[src/rtl/qdec_pkg.sv]
package qdec_pkg;

    // Result of comparing the current phase pair with the stored one.
    typedef enum logic [1:0] {
        STEP_HOLD = 2'd0,
        STEP_UP   = 2'd1,
        STEP_DOWN = 2'd2
    } step_e;

    // Position of a phase pair {A,B} in the forward Gray order 00,10,11,01.
    function automatic logic [1:0] gray_pos(input logic [1:0] ab);
        case (ab)
            2'b00:   return 2'd0;
            2'b10:   return 2'd1;
            2'b11:   return 2'd2;
            default: return 2'd3;
        endcase
    endfunction

endpackage

[src/rtl/qdec_phase_reg.sv]
module qdec_phase_reg (
    input  logic       clk,
    input  logic       rst,
    input  logic [1:0] phase_i,
    output logic [1:0] prev_o
);
    typedef struct packed {
        logic [1:0] pair;
    } phase_st_t;

    phase_st_t st_d, st_q;

    always_comb begin
        st_d      = st_q;
        st_d.pair = phase_i;
    end

    always_ff @(posedge clk or posedge rst) begin
        if (rst) st_q <= '0;
        else     st_q <= st_d;
    end

    assign prev_o = st_q.pair;

    // the stored pair sits at 00 once reset has been seen on an edge
    a_r9_prev_cleared: assert property (@(posedge clk)
        (rst && $past(rst)) |-> (prev_o == 2'b00));

endmodule

[src/rtl/qdec_step.sv]
module qdec_step
    import qdec_pkg::*;
(
    input  logic [1:0] prev_i,
    input  logic [1:0] cur_i,
    output step_e      step_o
);
    logic [1:0] dist_d;

    always_comb begin
        dist_d = gray_pos(cur_i) - gray_pos(prev_i);
        case (dist_d)
            2'd1:    step_o = STEP_UP;
            2'd3:    step_o = STEP_DOWN;
            default: step_o = STEP_HOLD;   // unchanged or double jump
        endcase
    end

endmodule

[src/rtl/qdec_count.sv]
module qdec_count
    import qdec_pkg::*;
#(
    parameter int CNT_W = 8
) (
    input  logic             clk,
    input  logic             rst,
    input  step_e            step_i,
    output logic [CNT_W-1:0] count_o
);
    localparam logic [CNT_W-1:0] ONE = CNT_W'(1);

    typedef struct packed {
        logic [CNT_W-1:0] count;
    } cnt_st_t;

    cnt_st_t st_d, st_q;

    always_comb begin
        st_d = st_q;
        case (step_i)
            STEP_UP:   st_d.count = st_q.count + ONE;
            STEP_DOWN: st_d.count = st_q.count - ONE;
            default:   st_d.count = st_q.count;
        endcase
    end

    always_ff @(posedge clk or posedge rst) begin
        if (rst) st_q <= '0;
        else     st_q <= st_d;
    end

    assign count_o = st_q.count;

    // all-ones stepped up lands on zero
    a_r4_wrap_up: assert property (@(posedge clk) disable iff (rst)
        (count_o == '1 && step_i == STEP_UP) |=> (count_o == '0));

    // zero stepped down lands on all-ones
    a_r5_wrap_down: assert property (@(posedge clk) disable iff (rst)
        (count_o == '0 && step_i == STEP_DOWN) |=> (count_o == '1));

    // count reads zero once reset has been seen on an edge
    a_r8_reset_zero: assert property (@(posedge clk)
        (rst && $past(rst)) |-> (count_o == '0));

    // a decoded step moves the count on the very next edge
    a_r10_one_edge: assert property (@(posedge clk) disable iff (rst)
        (step_i != STEP_HOLD) |=> (count_o != $past(count_o)));

endmodule

[src/rtl/quad_position_counter.sv]
module quad_position_counter
    import qdec_pkg::*;
#(
    parameter int CNT_W = 8
) (
    input  logic             clk,
    input  logic             rst,
    input  logic             phase_a,
    input  logic             phase_b,
    output logic [CNT_W-1:0] position
);
    logic [1:0] cur_pair;
    logic [1:0] prev_pair;
    step_e      step;

    assign cur_pair = {phase_a, phase_b};

    qdec_phase_reg u_phase (
        .clk     (clk),
        .rst     (rst),
        .phase_i (cur_pair),
        .prev_o  (prev_pair)
    );

    qdec_step u_step (
        .prev_i (prev_pair),
        .cur_i  (cur_pair),
        .step_o (step)
    );

    qdec_count #(.CNT_W(CNT_W)) u_count (
        .clk     (clk),
        .rst     (rst),
        .step_i  (step),
        .count_o (position)
    );

    // 00 -> 10 is a forward step
    a_r2_forward: assert property (@(posedge clk) disable iff (rst)
        (prev_pair == 2'b00 && cur_pair == 2'b10)
        |=> (position == CNT_W'($past(position) + 1'b1)));

    // 00 -> 01 is a reverse step
    a_r3_reverse: assert property (@(posedge clk) disable iff (rst)
        (prev_pair == 2'b00 && cur_pair == 2'b01)
        |=> (position == CNT_W'($past(position) - 1'b1)));

    // unchanged pair holds the count
    a_r6_hold: assert property (@(posedge clk) disable iff (rst)
        (cur_pair == prev_pair) |=> $stable(position));

    // double jump holds the count
    a_r7_double_jump: assert property (@(posedge clk) disable iff (rst)
        ((cur_pair ^ prev_pair) == 2'b11) |=> $stable(position));

endmodule

[config.mk]
export PLATFORM = sky130hd
export DESIGN_NAME = quad_position_counter
export DESIGN_NICKNAME = d
export VERILOG_FILES = /design/src/rtl/qdec_pkg.sv /design/src/rtl/qdec_phase_reg.sv /design/src/rtl/qdec_step.sv /design/src/rtl/qdec_count.sv /design/src/rtl/quad_position_counter.sv
export SDC_FILE = /design/constraint.sdc
export NUM_CORES = 1
export LEC_CHECK = 0
export ABC_AREA = 1
export CAP_MARGIN = 10
export CORE_ASPECT_RATIO = 1.1
export CORE_MARGIN = 1
export CORE_UTILIZATION = 30
export CTS_CLUSTER_SIZE = 14
export DETAILED_ROUTE_END_ITERATION = 12
export PLACE_DENSITY = 0.45
export SYNTH_ARGS = -nofsm -noshare
export SYNTH_HDL_FRONTEND = slang
export SYNTH_SLANG_ARGS = --single-unit
[constraint.sdc]
create_clock -name clk -period 5.1 [get_ports clk]
set_clock_uncertainty 0.1 [all_clocks]
set_input_delay 1.53 -clock clk [delete_from_list [all_inputs] [get_ports clk]]
set_output_delay 1.53 -clock clk [all_outputs]
set_load 0.01 [all_outputs]
Word level (Yosys, flattened, before mapping)
Cells that the tools add are included.
{ "classes": {"addsub": 3, "n_eq_ne": 8, "muxes": 4, "n_reduce_logical": 3} }
{ "ops": {"columns": ["operator", "n"], "rows": [
  ["one-hot mux 8 bit (2 select lines)", 1],
  ["== test 2 bit, second input constant", 6],
  ["one-hot mux 2 bit (3 select lines)", 2],
  ["adder 8 x 1 -> 8 bit, second input constant", 1],
  ["subtractor 8 x 1 -> 8 bit, second input constant", 1],
  ["== test 2 x 1 -> 1 bit, second input constant", 2],
  ["zero test 2 bit", 2],
  ["one-hot mux 2 bit (2 select lines)", 1],
  ["nonzero test 2 bit", 1],
  ["subtractor 2 bit", 1]
]} }
{ "word_totals": {"reg_bits": 10, "inputBits": 4, "output_inout_bits": 8, "elab_cells": 20} }

Logic depth before layout (Yosys ltp)
Gate-level depths: netlist (run 1).
{ "logic_depth": {"depth_word": 7, "depth_mapped": 21, "depth_no_buf": 21} }

Modules after synthesis
Synthesis (run 1) repeated with hierarchy kept, for this count alone.
{ "hier_totals": {"cells_unflattened": 135, "hier_area_um2": 875.8} }
{ "by_module_without_submodules": {"columns": ["mod", "n_inst", "cells_per_inst", "area_each_um2", "seq_area_each_um2"], "rows": [
  ["qdec_count", 1, 112, 695.7, 200.2],
  ["qdec_step", 1, 20, 126.4, 0.0],
  ["qdec_phase_reg", 1, 3, 53.8, 50.0]
]} }

Worst setup path after synthesis (run 1)
No wires, ideal clock.
{ "synth_path": {"path_type": "in2reg", "start": "in phase_a", "end": "reg u_count.st_q, in the netlist u_count.count_o[6]", "setup_ns": 0.117, "arrival_time_ns": 3.353, "required_time_ns": 4.883, "path_slack_ns": 1.529, "stages": 19, "path_buffers": 1, "cell_sequence": "inv_1 ha_1 ha_1 buf_2 inv_2 nand3_4 nand2_2 nand2_1 inv_1 ha_1 inv_1 nand2_1 inv_1 nor2_4 nand3_1 nand2_1 nand2_1 nand3_1 nand2_1"} }
{ "synth_between": {"elab_chain_cells": 7, "elab_cells_between_ends": 12, "classes_between": "1 x add/sub; 6 x eq/ne; 3 x mux; 2 x reduce/logical"} }
{ "synth_lines": {"columns": ["element", "line", "rtl"], "rows": [
  ["start: declaration", "quad_position_counter.sv:8", "input logic phase_a,"],
  ["== test 2 bit or zero test 2 bit (tied branches)", "qdec_pkg.sv:12", "case (ab)"],
  ["one-hot mux 2 bit (3 select lines) *", "qdec_pkg.sv:12", null],
  ["subtractor 2 bit *", "qdec_step.sv:11", "dist_d = gray_pos(cur_i) - gray_pos(prev_i);"],
  ["== test 2 bit or == test 2 x 1 -> 1 bit (tied branches)", "qdec_step.sv:12", "case (dist_d)"],
  ["one-hot mux 2 bit (2 select lines) *", "qdec_step.sv:12", null],
  ["== test 2 bit or == test 2 x 1 -> 1 bit (tied branches)", "qdec_count.sv:21", "case (step_i)"],
  ["one-hot mux 8 bit (2 select lines) or nonzero test 2 bit (tied branches)", null, null],
  ["end signal: assignment", "qdec_count.sv:30", "else st_q <= st_d;"],
  ["end: declaration", "qdec_count.sv:17", "cnt_st_t st_d, st_q;"]
]} }
Every way passes the cells marked *; elsewhere a longest branch is shown, timed or not.
A chain may end at the register's enable or synchronous reset.

Worst setup path after layout (run 1)
Same ends and word-level chain as after synthesis.

==> results of run 1 <==
==> through the flow <==
step / total power [W] / setup WS (ns)
finish: 0.000603 / 0.879
global route: 0.000660 / 0.655
CTS: 0.000609 / 0.852
detailed placement: 0.000528 / 0.564
global placement: 0.000528 / 0.597
floorplan: 0.000412 / 1.53
==> worst register-to-register path: stages, from the launching register on <==
cell	delay (ns)
dfrtp_1	0.39
ha_1	0.28
inv_1	0.04
ha_1	0.40
inv_2	0.31
nand3_4	0.21
nand2_2	0.12
nand2_1	0.05
inv_1	0.05
ha_1	0.13
inv_1	0.04
nand2_1	0.08
inv_1	0.07
nor2_4	0.10
nand3_1	0.10
nand2_1	0.07
nand2_1	0.05
nand3_1	0.07
nand2_1	0.06
==> layout by cell type (no fill, tap or decap) <==
| master | synthesis | final |
|---|---|---|
| nand3_1 | 9 | 9 |
| nor2_4 | 1 | 1 |
| nand3_4 | 2 | 2 |
| dfrtp_1 | 10 | 10 |
| o21ai_0 | 3 | 3 |
| clkbuf_4 | 0 | 3 |
| nand4_1 | 4 | 4 |
| ha_1 | 6 | 6 |
| a21oi_1 | 1 | 1 |
| o41ai_1 | 2 | 2 |
| nand2_1 | 30 | 30 |
| inv_1 | 22 | 22 |
| clkdlybuf4s50_1 | 0 | 11 |
| nand4_2 | 2 | 2 |
| nand2_4 | 3 | 3 |
| nand2_2 | 9 | 9 |
| nor2_1 | 3 | 3 |
| xnor2_1 | 2 | 2 |
| o21ai_1 | 2 | 2 |
| nand3_2 | 1 | 1 |
| o21bai_4 | 1 | 1 |
| nor2_2 | 1 | 1 |
| nand3b_1 | 1 | 1 |
| inv_2 | 2 | 2 |
| or2_1 | 1 | 1 |
| clkbuf_8 | 0 | 1 |
| o31ai_1 | 1 | 1 |
==> where the power goes <==
group	total [W]	switching [W]	internal, W
Combinational	0.000366	0.000202	0.000163
Sequential	0.000161	0.0000476	0.000113
Clock	0.0000773	0.0000338	0.0000435
Total	0.000603	0.000284	0.000320
==> layer usage <==
metal | track usage | part of all wire | vias to the layer above
met4 | 0.0549 | 0.015 | 0
li1 | - | - | 414
met5 | 0 | 0 | -
met3 | 0.0231 | 0.022 | 4
met2 | 0.230 | 0.48 | 10
met1 | 0.184 | 0.48 | 358
==> cell families after synthesis <==
| group | Yosys count | share of synthesized area |
|---|---|---|
| and+or+nand+nor | 67 | 0.426 |
| buffers and inverters | 26 | 0.113 |
| AOI/OAI and AO/OA | 10 | 0.0816 |
| DFF | 10 | 0.277 |
| adders and majority gates | 6 | 0.0830 |
| xor gates and xnor gates | 2 | 0.0194 |
==> final cells by class <==
class | count | area share
multi-input cells | 85 | 0.511
repair buffers | 11 | 0.102
well taps | 33 | 0.0382
inverters | 24 | 0.0834
flip-flops and latches | 10 | 0.232
clock buffers | 4 | 0.0336
==> how the worst max path moves through the flow <==
stage               slack, ns            endpoint  cells after the start  startpoint
detailed placement       0.56  u_count.count_o[4]                     19     phase_a
global route             0.65  u_count.count_o[4]                     19     phase_a
CTS                      0.85  u_count.count_o[6]                     19     phase_a
finish                   0.88  u_count.count_o[6]                     19     phase_a
floorplan                1.53  u_count.count_o[6]                     19     phase_a
global placement         0.60  u_count.count_o[4]                     19     phase_a
==> flip-flops by register name, indices dropped and copies added (netlist names) <==
signal and count:
u_count.count_o 8, u_phase.prev_o 2
==> impl_metrics.env, run 1 <==
export IMPL_status="finished clean"
export IMPL_ios=12
export IMPL_setup_viol=0
export IMPL_cts_clk_slew_worst_paths_ns=0.08
export IMPL_whs_ns=0.444
export IMPL_grt_pass1_vias=708
export IMPL_worstSkewPairLatency_ns=0.28
export IMPL_rrSetupSlack_ns=2.29
export IMPL_post_cts_buffers=0
export IMPL_grt_usage=0.142
export IMPL_regToRegEndpoint="u_count.count_o[6]"
export IMPL_ys_seq_elements=10
export IMPL_synth_distinct_cells=26
export IMPL_syn_inst=121
export IMPL_ant_nets=0
export IMPL_slew_viol_final=0
export IMPL_finalHoldViolations=0
export IMPL_timing_rr_start="u_phase.prev_o[0]"
export IMPL_nets=145
export IMPL_synth_top_area_cell="dfrtp_1"
export IMPL_synth_nets=131
export IMPL_crit_fanout=16
export IMPL_die_w_um=54.4
export IMPL_finalCritPeriodShare=0.828
export IMPL_antenna_found_initial=0
export IMPL_period_needed_ns=4.22
export IMPL_cp_end_kind="flip-flop"
export IMPL_max_slew_margin=0.631
export IMPL_hold_buffers=0
export IMPL_cts_sinks=10
export IMPL_p_leak_nw=0.568
export IMPL_grt_max_degree=17
export IMPL_powerDensity_nw_per_um2=559
export IMPL_place_area_um2=1040
export IMPL_syn_area_per_cell_um2=7.48
export IMPL_fin_area_um2=1080
export IMPL_crit_family="buffers and inverters"
export IMPL_syn_to_final_growth_pct=19.4
export IMPL_cp_cell_sequence="clkdlybuf4s50_1, inv_1, ha_1, ha_1, inv_2, nand3_4, nand2_2, nand2_1, inv_1, ha_1, inv_1, nand2_1, inv_1, nor2_4, nand3_1, nand2_1, nand2_1, nand3_1, nand2_1"
export IMPL_hp_start="u_count.count_o[0]"
export IMPL_cts_buffer_depth=2
export IMPL_min_to="u_count.count_o[0]"
export IMPL_rows=20
export IMPL_synth_common_cells="nand2_1, inv_1, dfrtp_1"
export IMPL_multi_input_area_um2=552
export IMPL_critPathSlowestCell="clkdlybuf4s50_1"
export IMPL_min_path_cells=1
export IMPL_synthArstFlopShare=1.00
export IMPL_grt_ovfl_total=0
export IMPL_design_core_area_um2=2800
export IMPL_cts_root_buf="clkbuf_4"
export IMPL_synth_most_common_cell="nand2_1"
export IMPL_ys_warn_count=0
export IMPL_port_buffers=11
export IMPL_avgRoutedWirePerCell_um=11.8
export IMPL_cpPeakStageDelay_ns=0.51
export IMPL_synth_area_um2=905
export IMPL_cp_common_cell="nand2_1"
export IMPL_drv_cap=0
export IMPL_numCtsBuffers=3
export IMPL_start_util=0.323
export IMPL_yosysSeqAreaShare=0.277
export IMPL_cts_tree="built"
export IMPL_worst_slew_pin_slew_ns=0.546
export IMPL_final_util=0.385
export IMPL_dr_first_iter_drc_count=24
export IMPL_routabilityCongestion=0.770
export IMPL_synthTopCellsByArea="dfrtp_1, nand2_1, inv_1"
export IMPL_drive_above_1_share=0.194
export IMPL_rr_worst_depth=18
export IMPL_antenna_cells=0
export IMPL_hpwl_um=1470
export IMPL_first_pass_iters=4
export IMPL_cts_repair_resized=0
export IMPL_final_seq_area_um2=250
export IMPL_fill_cells=311
export IMPL_wl_um=1970
export IMPL_stdcell_count=167
export IMPL_htreeDepth=1
export IMPL_cp_data_required_time_ns=5.17
export IMPL_tns_ns=0
export IMPL_synthDominantCellAreaShare=0.277
export IMPL_critPathLaunchType="input pin"
export IMPL_path_class="input pin to flip-flop"
export IMPL_crit_buf_inv=6
export IMPL_die_y_um=59.6
export IMPL_fmax_mhz=237
export IMPL_die_area_um2=3240
export IMPL_rsz0062_at_grt="no"
export IMPL_hold_path_class="flip-flop to flip-flop"
export IMPL_drc=0
export IMPL_avgViaCountPerCell=4.71
export IMPL_critPathArrivalTime_ns=4.29
export IMPL_synth_edf_count=0
export IMPL_grt_pass1_wl_um=3230
export IMPL_num_vias=786
export IMPL_synth_ff_type="dfrtp_1"
export IMPL_vdd_drop_max_v=0.000248
export IMPL_dp_cells=163
Power figures use the tool's default switching activity.
==> run 2, diff against run 1 <==
PLACE_DENSITY = 0.46   (was 0.45)
clock period = 3.5 ns   (was 5.1 ns; I/O delays follow)
==> run 2 against run 1 <==
Global-route usage increased by 0.85 points; die area stayed put; non-clock buffer count rose by 8; hold slack worse by 0.010 ns; sequential power is 45% higher; final cell count grew 4.8%; highest routed layer unchanged; critical path type unchanged; core utilization rose by 2.1 points; design area rose by 5.6%.
==> impl_metrics.env, run 2 (synthesis results as in run 1) <==
export IMPL_rsz0062_at_grt="no"
export IMPL_hpwl_um=1530
export IMPL_port_buffers=11
export IMPL_p_clk_frac=0.123
export IMPL_critPathLaunchType="input pin"
export IMPL_powerDensity_nw_per_um2=791
export IMPL_path_class="input pin to flip-flop"
export IMPL_cts_repair_resized=0
export IMPL_fin_area_um2=1140
export IMPL_die_area_um2=3240
export IMPL_drv_cap=0
export IMPL_hold_buffers=0
export IMPL_rows=20
export IMPL_nets=153
export IMPL_cp_data_required_time_ns=3.57
export IMPL_cts_buffer_depth=2
export IMPL_wl_um=1940
export IMPL_avgViaCountPerCell=4.65
export IMPL_crit_buf_inv=6
export IMPL_cts_root_buf="clkbuf_4"
export IMPL_worst_slew_pin_slew_ns=0.423
export IMPL_post_place_ws_ns=-0.0352
export IMPL_drc=0
export IMPL_stdcell_count=175
export IMPL_setup_viol=0
export IMPL_cp_end_kind="flip-flop"
export IMPL_drive_above_1_share=0.239
export IMPL_final_cell_mix="nand2_1, inv_1, clkdlybuf4s50_1, dfrtp_1"
export IMPL_tns_ns=0
export IMPL_layout_commonest_cell="nand2_1"
export IMPL_post_cts_buffers=0
export IMPL_finalHoldViolations=0
export IMPL_seqPwrFrac=0.259
export IMPL_numCtsBuffers=3
export IMPL_design_core_area_um2=2800
export IMPL_grt_usage=0.150
export IMPL_swShare=0.458
export IMPL_ios=12
export IMPL_cp_cell_sequence="clkdlybuf4s50_1, inv_1, ha_1, ha_1, inv_2, nand3_4, nand2_2, nand2_1, inv_1, ha_1, inv_1, nand2_1, inv_1, nor2_4, nand3_1, nand2_1, nand2_1, nand3_1, nand2_1"
export IMPL_num_vias=814
export IMPL_vdd_drop_max_v=0.000380
export IMPL_fin_ws_ns=0.281
export IMPL_cts_clk_slew_worst_paths_ns=0.08
export IMPL_antenna_cells=0
export IMPL_crit_fanout=5
export IMPL_syn_to_final_growth_pct=26.0
export IMPL_p_leak_nw=0.605
export IMPL_ant_nets=0
export IMPL_critPathSlowestCell="clkdlybuf4s50_1"
export IMPL_slew_viol_final=0
export IMPL_grt_ovfl_total=0
export IMPL_grt_pass1_vias=820
export IMPL_switchingPower_w=0.000413
export IMPL_worstSkewPairLatency_ns=0.27
export IMPL_avgRoutedWirePerCell_um=11.1
export IMPL_largest_reg_flops=8
export IMPL_start_util=0.323
export IMPL_p_comb_frac=0.618
export IMPL_fmax_mhz=311
export IMPL_dr_first_iter_drc_count=31
export IMPL_routabilityCongestion=0.813
export IMPL_cpPeakStageDelay_ns=0.47
export IMPL_finalCritPeriodShare=0.920
export IMPL_crit_family="buffers and inverters"
export IMPL_first_pass_iters=4
export IMPL_place_area_um2=1100
export IMPL_die_w_um=54.4
export IMPL_p_int_w=0.000488
export IMPL_die_y_um=59.6
export IMPL_grt_max_degree=13
export IMPL_grt_pass1_wl_um=3480
export IMPL_critPathArrivalTime_ns=3.29
export IMPL_dp_cells=171
export IMPL_htreeDepth=1
export IMPL_cts_tree="built"
export IMPL_status="finished clean"
export IMPL_antenna_found_initial=0
export IMPL_cts_sinks=10
export IMPL_max_slew_margin=0.718
export IMPL_period_needed_ns=3.22
export IMPL_hold_path_class="flip-flop to flip-flop"
export IMPL_cp_common_cell="nand2_1"
-- run 2: changes by cell type in the layout (fill, tap and decap cells not counted) --
cell | before | now
buf_4 | 0 | 8
-- run 2: cell type report --
cell class                 instances  area [µm²]
inverter                          24        90.1
clock buffer                       4        36.3
sequential                        10         250
timing repair buffer              19         170
tap                               33        41.3
fill                             307        1660
multi-input combinational         85         552
-- run 2: tightest hold or removal path, stage by stage, from the launching register on --
cell     delay (ns)
dfrtp_1        0.38
nand2_1        0.06
nand2_1        0.06
-- run 2: worst paths after layout --
check / cells after the start / to / slack [ns] / from
setup reg to reg: 18 / u_count.count_o[6] / 1.17 / u_phase.prev_o[0]
min in group asynchronous: 2 / u_count.count_o[2] / 0.97 / rst
hold reg to reg: 2 / u_count.count_o[7] / 0.43 / u_count.count_o[7]
max in group asynchronous: 2 / u_phase.prev_o[0] / 2.04 / rst
hold / removal: 2 / u_count.count_o[7] / 0.43 / u_count.count_o[7]
setup / recovery: 19 / u_count.count_o[6] / 0.28 / phase_a
-- run 2: metal layers --
layer | vias to the layer above | track usage | wire length (µm)
met4 | 0 | 0.0440 | 10
met2 | 16 | 0.260 | 978
met1 | 366 | 0.186 | 884
met5 | - | 0 | 0
li1 | 430 | - | -
met3 | 2 | 0.0256 | 65
-- run 2: per-stage QoR --
step | power [W] | hold WS (ns) | util
detailed placement | 0.000796 | 0.424 | 0.394
global placement | 0.000787 | 0.418 | 0.394
finish | 0.000901 | 0.434 | 0.407
CTS | 0.000911 | 0.446 | 0.407
floorplan | 0.000601 | 0.451 | -
global route | 0.000995 | 0.486 | 0.407
-- run 2: power groups by stage --
stage          sequential (W)  combinational, W  clock, W
5_1_grt              0.000242          0.000635  0.000118
6_report             0.000233          0.000557  0.000111
3_3_place_gp         0.000235          0.000552         0
2_1_floorplan        0.000243          0.000357         0
3_5_place_dp         0.000234          0.000562         0
4_1_cts              0.000233          0.000564  0.000114
